$ cat src/rtl/eq_pkg.sv
package eq_pkg;
  localparam logic [2:0] RATE_32G = 3'd4;

  typedef enum logic [2:0] {
    OS_NONE = 3'd0,
    OS_TS0  = 3'd1,
    OS_TS1  = 3'd2,
    OS_TS2  = 3'd3,
    OS_IDLE = 3'd4
  } os_kind_t;

  typedef enum logic [2:0] {
    S_REC  = 3'd0,
    S_P0   = 3'd1,
    S_P1   = 3'd2,
    S_P2   = 3'd3,
    S_P3   = 3'd4,
    S_TS2  = 3'd5,
    S_IDLE = 3'd6,
    S_L0   = 3'd7
  } eq_state_t;
endpackage

$ cat src/rtl/eq_run_cnt.sv
module eq_run_cnt #(
  parameter int RUN_N = 8
) (
  input  logic clk,
  input  logic rst_n,
  input  logic clr,
  input  logic step,
  input  logic hit,
  output logic reached
);
  localparam int CW = $clog2(RUN_N + 1);
  localparam logic [CW-1:0] TOP = CW'(RUN_N);

  logic [CW-1:0] cnt;

  always_ff @(posedge clk or negedge rst_n) begin
    if (!rst_n)          cnt <= '0;
    else if (clr)        cnt <= '0;
    else if (step && hit) cnt <= (cnt == TOP) ? TOP : cnt + 1'b1;
    else if (step)       cnt <= '0;
  end

  assign reached = (cnt == TOP);

  // A miss always breaks the run
  assert_miss_breaks_R3: assert property (@(posedge clk) disable iff (!rst_n)
    (step && !hit) |=> !reached)
    else $error("run counter kept its run after a miss");
endmodule

$ cat src/rtl/eq_phase_filter.sv
module eq_phase_filter #(
  parameter int MATCH_N = 4
) (
  input  logic       clk,
  input  logic       rst_n,
  input  logic       clr,
  input  logic       os_vld,
  input  logic [1:0] os_phase,
  output logic       conf,
  output logic [1:0] conf_phase
);
  localparam int CW = $clog2(MATCH_N + 1);
  localparam logic [CW-1:0] TOP = CW'(MATCH_N);

  logic [CW-1:0] cnt;
  logic [1:0]    last_ph;

  always_ff @(posedge clk or negedge rst_n) begin
    if (!rst_n) begin
      cnt     <= '0;
      last_ph <= '0;
    end else if (clr) begin
      cnt     <= '0;
    end else if (os_vld) begin
      if (cnt != '0 && os_phase == last_ph)
        cnt <= (cnt == TOP) ? TOP : cnt + 1'b1;
      else begin
        cnt     <= CW'(1);
        last_ph <= os_phase;
      end
    end
  end

  assign conf       = (cnt == TOP);
  assign conf_phase = last_ph;

  // A disagreeing phase restarts the run
  assert_disagree_restarts_R4: assert property (@(posedge clk) disable iff (!rst_n)
    (MATCH_N > 1 && os_vld && !clr && cnt != '0 && os_phase != last_ph) |=> !conf)
    else $error("phase confirmed across a disagreeing ordered set");
endmodule

$ cat src/rtl/eq_cyc_timer.sv
module eq_cyc_timer #(
  parameter int LIMIT = 48
) (
  input  logic clk,
  input  logic rst_n,
  input  logic clr,
  input  logic run,
  output logic expire
);
  localparam int CW = (LIMIT > 2) ? $clog2(LIMIT) : 1;
  localparam logic [CW-1:0] LAST = CW'(LIMIT - 1);

  logic [CW-1:0] cnt;

  always_ff @(posedge clk or negedge rst_n) begin
    if (!rst_n)              cnt <= '0;
    else if (clr)            cnt <= '0;
    else if (run && !expire) cnt <= cnt + 1'b1;
  end

  assign expire = run && (cnt == LAST);
endmodule

$ cat src/rtl/eq_phase_ctrl.sv
module eq_phase_ctrl import eq_pkg::*; #(
  parameter int MATCH_N  = 4,
  parameter int GOOD_RUN = 8,
  parameter int TS2_N    = 8,
  parameter int IDLE_CYC = 16,
  parameter int WIN_CYC  = 48_000_000
) (
  input  logic       clk,
  input  logic       rst_n,
  input  logic       is_downstream,
  input  logic [2:0] cur_rate,
  input  logic       eq_start,
  input  logic       no_eq_local,
  input  logic       no_eq_remote,
  input  logic       rx_os_valid,
  input  logic [1:0] rx_os_phase,
  input  logic [2:0] rx_os_type,
  input  logic       rx_os_good,
  input  logic       sig_quality_ok,
  input  logic       coef_accept,
  output logic [1:0] adv_phase,
  output logic [2:0] tx_os_type,
  output logic       eq_done,
  output logic       eq_fail,
  output logic       req_refused
);
  eq_state_t  state, nxt;
  logic       state_chg;
  logic       rem_conf;
  logic [1:0] rem_phase;
  logic       good_ok, ts2_ok, win_exp, idle_exp;
  logic       tune_ok, skip, idle_like, in_win;

  assign state_chg = (nxt != state);
  assign tune_ok   = sig_quality_ok && coef_accept;
  assign skip      = no_eq_local && no_eq_remote;
  assign idle_like = (state == S_REC) || (state == S_L0);
  assign in_win    = (state == S_P2) || (state == S_P3);

  eq_phase_filter #(.MATCH_N(MATCH_N)) u_filt (
    .clk(clk), .rst_n(rst_n), .clr(state_chg),
    .os_vld(rx_os_valid), .os_phase(rx_os_phase),
    .conf(rem_conf), .conf_phase(rem_phase)
  );

  eq_run_cnt #(.RUN_N(GOOD_RUN)) u_good (
    .clk(clk), .rst_n(rst_n), .clr(state_chg),
    .step(rx_os_valid), .hit(rx_os_good), .reached(good_ok)
  );

  eq_run_cnt #(.RUN_N(TS2_N)) u_ts2 (
    .clk(clk), .rst_n(rst_n), .clr(state_chg),
    .step(rx_os_valid), .hit(rx_os_type == OS_TS2), .reached(ts2_ok)
  );

  eq_cyc_timer #(.LIMIT(WIN_CYC)) u_win (
    .clk(clk), .rst_n(rst_n), .clr(state_chg),
    .run(in_win), .expire(win_exp)
  );

  eq_cyc_timer #(.LIMIT(IDLE_CYC)) u_idle (
    .clk(clk), .rst_n(rst_n), .clr(state_chg),
    .run(state == S_IDLE), .expire(idle_exp)
  );

  always_comb begin
    nxt = state;
    unique case (state)
      S_REC, S_L0: begin
        if (eq_start && cur_rate == RATE_32G)
          nxt = is_downstream ? S_P1 : S_P0;
      end
      S_P0: if (good_ok) nxt = S_P1;
      S_P1: begin
        if (rem_conf && rem_phase == 2'd1 && skip)                nxt = S_TS2;
        else if (is_downstream && rem_conf && rem_phase == 2'd1)  nxt = S_P2;
        else if (!is_downstream && rem_conf && rem_phase == 2'd2) nxt = S_P2;
      end
      S_P2: begin
        if (!is_downstream && tune_ok)                            nxt = S_P3;
        else if (is_downstream && rem_conf && rem_phase == 2'd3)  nxt = S_P3;
        else if (win_exp)                                         nxt = S_REC;
      end
      S_P3: begin
        if (tune_ok)      nxt = S_TS2;
        else if (win_exp) nxt = S_REC;
      end
      S_TS2:  if (ts2_ok)   nxt = S_IDLE;
      S_IDLE: if (idle_exp) nxt = S_L0;
      default: nxt = S_REC;
    endcase
  end

  always_ff @(posedge clk or negedge rst_n) begin
    if (!rst_n) begin
      state       <= S_REC;
      eq_fail     <= 1'b0;
      req_refused <= 1'b0;
    end else begin
      state       <= nxt;
      eq_fail     <= in_win && (nxt == S_REC);
      req_refused <= idle_like && eq_start && (cur_rate != RATE_32G);
    end
  end

  always_comb begin
    adv_phase  = 2'd0;
    tx_os_type = OS_NONE;
    unique case (state)
      S_P0:   begin adv_phase = 2'd0; tx_os_type = OS_TS0; end
      S_P1:   begin adv_phase = 2'd1; tx_os_type = OS_TS0; end
      S_P2:   begin adv_phase = 2'd2; tx_os_type = OS_TS1; end
      S_P3:   begin adv_phase = 2'd3; tx_os_type = OS_TS1; end
      S_TS2:  tx_os_type = OS_TS2;
      S_IDLE: tx_os_type = OS_IDLE;
      default: ;
    endcase
  end

  assign eq_done = (state == S_L0);

  assert_refuse_low_rate_R1: assert property (@(posedge clk) disable iff (!rst_n)
    (idle_like && eq_start && cur_rate != RATE_32G) |=> (req_refused && tx_os_type == OS_NONE))
    else $error("low-rate request not refused");

  assert_entry_phase_R2: assert property (@(posedge clk) disable iff (!rst_n)
    (idle_like && eq_start && cur_rate == RATE_32G) |=>
      (tx_os_type == OS_TS0 && adv_phase == ($past(is_downstream) ? 2'd1 : 2'd0)))
    else $error("wrong entry phase");

  assert_skip_bypass_R5: assert property (@(posedge clk) disable iff (!rst_n)
    (state == S_P1 && skip) |=> (state != S_P2))
    else $error("phase 2 entered although skipping");

  assert_ds_wait_far_R6: assert property (@(posedge clk) disable iff (!rst_n)
    (state == S_P2 && is_downstream && !(rem_conf && rem_phase == 2'd3)) |=> (state != S_P3))
    else $error("downstream advanced without far-side phase 3");

  assert_fail_to_rec_R7: assert property (@(posedge clk) disable iff (!rst_n)
    eq_fail |-> (state == S_REC && tx_os_type == OS_NONE))
    else $error("fail pulse outside recovery entry");

  assert_done_after_idle_R8: assert property (@(posedge clk) disable iff (!rst_n)
    $rose(eq_done) |-> ($past(state) == S_IDLE))
    else $error("done without idle stretch");
endmodule

$ cat config.mk
export PLATFORM = sky130hd
export DESIGN_NAME = eq_phase_ctrl
export DESIGN_NICKNAME = d
export VERILOG_FILES = /design/src/rtl/eq_pkg.sv /design/src/rtl/eq_run_cnt.sv /design/src/rtl/eq_phase_filter.sv /design/src/rtl/eq_cyc_timer.sv /design/src/rtl/eq_phase_ctrl.sv
export SDC_FILE = /design/constraint.sdc
export NUM_CORES = 1
export LEC_CHECK = 0
export ABC_AREA = 1
export CAP_MARGIN = 20
export CORE_MARGIN = 2
export CORE_UTILIZATION = 40
export DETAILED_ROUTE_END_ITERATION = 8
export PLACE_DENSITY_LB_ADDON = 0.3
export SYNTH_ARGS = -nofsm -noshare
export SYNTH_HDL_FRONTEND = slang
export SYNTH_SLANG_ARGS = --single-unit
$ cat constraint.sdc
create_clock -name clk -period 6.1 [get_ports clk]
set_clock_uncertainty 0.15 [all_clocks]
set_input_delay 1.22 -clock clk [delete_from_list [all_inputs] [get_ports clk]]
set_output_delay 1.22 -clock clk [all_outputs]
set_load 0.1 [all_outputs]
==> out/metrics.yaml <==
final_area_mm2: 0.00348
max_freq_ghz: 0.251
wl_per_cell_um: 12.1
grt_use_total: 0.173
status: "finished clean"
hold_buffers: 0
arrival_ns: 2.61
cts_buffer_depth: 2
grt_pass1_wl_um: 12000
highest_layer: "met4"
synthCells: 427
grt_max_degree: 49
syn_area_mm2: 0.00307
yosysMostFrequentCell: "nand2_1"
worst_path_max_delay_cell: "clkdlybuf4s50_1"
final_cells: 550
fin_crit_sh: 0.653
synth_cell_type_count: 30
gp_congestion: 0.888
critPathKind: "reg2out"
synth_edf_count: 0
avgSynthCellArea_um2: 7.20
drc: 0
drv_slew: 0
cts_tree: "yes"
power_density_mw_per_mm2: 369
hp-class: "reg2reg"
io_pins: 26
slowest_delay_ns: 1.12
irDropWorstVdd_v: 0.000598
dp_hpwl_um: 4820
antenna_found_initial: 0
die_width_um: 91.7
ys_seq_elements: 48
fin_crit_ns: 3.98
dp_cells: 542
clockRootBuffer: "clkbuf_8"
vias_per_cell: 5.01
p_leak_nw: 1.59
ys_top_cells_by_count: "nand2_1 (101), nor2_1 (67), inv_1 (55)"
fillers: 715
grt_overflow: 0
yosysWarnings: 0
nets: 477
dieArea_mm2: 0.00840
relSlewSlack: 0.347
worstPathRequired_ns: 4.73
wl_met3_um: 302
first_global_vias: 2722
yosys.area.top_type_share: 0.391
cts.clk_slew.worst_paths_ns: 0.08
hold_violations: 0
drt-met1-wl_um: 3100
area_growth_syn_to_layout_pct: 13.4
clkLatencyLatePin_ns: 0.30
path_max_fanout: 11
antenna_left: 0
syn_nets: 453
cts_setup_buffers: 0
die_h_um: 91.7
worst_setup_path_end_kind: "output pin"
cts_resized: 0
core_mm2: 0.00733
postPlaceCellArea_mm2: 0.00339
rows: 31
fin_ws_ns: 2.12
crit_chain: "inv_1 > nand3_2 > nand2_1 > inv_1 > nand2_1 > clkdlybuf4s50_1"
routed_wl_um: 6640
rsz0062_at_grt: "false"
synthTopCellsByArea: "dfrtp_1 (39%), nand2_1 (12%), nor2_1 (8.2%)"
cts_buffers: 5
fin_tns_setup_ns: 0
drive_gt1_frac: 0.0576
start_kind: "flop"
hold_slack_ns: 0.387
maxCapViolCount: 0
wl_met2_um: 3110
ys.flop_type: "dfrtp_1"
vias: 2753
drt_iter0_markers: 158
n_antenna_cell: 0
initial_core_util: 0.419
tightest_slew_ns: 0.977
setup_viol: 0
cts.sink_count: 48
post-place-ws_ns: 2.40
io_buffers: 25
yosys.area.top_type: "dfrtp_1"
firstDrtPassIters: 5
synth-seq-area-share: 0.391
async_reset_ff_frac: 1.00
htreeDepth: 2
[routing by layer]
layer  up-vias  track usage
li1       1399            -
met1      1262        0.230
met2        79        0.286
met3        13       0.0288
met4         0       0.0593
met5         -            0
[where the power goes]
part | switching, mW | internal (mW)
registers | 0.0417 | 0.346
logic | 0.556 | 0.161
clock network | 0.104 | 0.0782
[metrics by stage]
step                utilization  power, mW
floorplan                     -      0.970
global placement          0.462       1.10
detailed placement        0.462       1.10
CTS                       0.473       1.29
global route              0.475       1.38
finish                    0.475       1.29
[layout by cell type, fill, tap and decap left out, types with 8 or more instances in the layout]
cell / netlist / routed
nand2_1: 101 / 101
xor2_1: 20 / 20
o21ai_0: 11 / 11
nor3_1: 10 / 10
ha_1: 8 / 8
dfrtp_1: 48 / 48
nand3_1: 37 / 37
nor2_1: 67 / 67
clkdlybuf4s50_1: 0 / 24
inv_1: 55 / 55
nand4_1: 18 / 18
a21oi_1: 9 / 9
[flip-flops by register name, indices dropped and copies added, names as in the netlist]
| name | count |
|---|---|
| u_idle.cnt | 4 |
| u_filt.conf_phase | 2 |
| eq_fail | 1 |
| u_good.cnt | 4 |
| u_ts2.cnt | 4 |
| u_filt.cnt | 3 |
| req_refused | 1 |
| u_win.cnt | 26 |
| state | 3 |
[logic make-up (layout without fill, tap and decap cells)]
| group | after synthesis | count (layout) | synth area share |
|---|---|---|---|
| AO/OA/AOI/OAI | 23 | 23 | 0.0395 |
| XOR/XNOR | 25 | 25 | 0.0713 |
| adder cells (fa/ha/maj) | 8 | 8 | 0.0326 |
| buffers and inverters | 67 | 91 | 0.0888 |
| flip-flops | 48 | 48 | 0.391 |
| AND/OR/NAND/NOR | 256 | 256 | 0.377 |
[worst max-delay path, delay by kind of cell (launching register included)]
kind	cells	cell delay (ns)
buffers and inverters	3	1.43
DFF	1	0.52
and+or+nand+nor	3	0.37
[final cells by class]
type | instances | area [um^2] | area share
multi-input combinational | 312 | 1600 | 0.459
sequential | 48 | 1200 | 0.345
timing repair buffer | 26 | 265 | 0.0761
inverter | 58 | 218 | 0.0625
tap | 99 | 124 | 0.0355
clock buffer | 6 | 72.6 | 0.0208
clock inverter | 1 | 5.00 | 0.00144
[final timing paths]
check,endpoint,cells past startpoint,slack [ns],from
worst min-delay path,u_win.cnt[23],2,0.39,u_win.cnt[23]
worst max-delay path,tx_os_type[1],6,2.12,state[0]
max in group asynchronous,u_good.cnt[2],2,4.65,rst_n
min in group asynchronous,u_win.cnt[14],1,0.65,rst_n
worst max register to register,u_win.cnt[19],11,3.07,u_win.cnt[1]
worst min register to register,u_win.cnt[23],2,0.39,u_win.cnt[23]
Note: power is estimated with default switching activity, not from simulation.
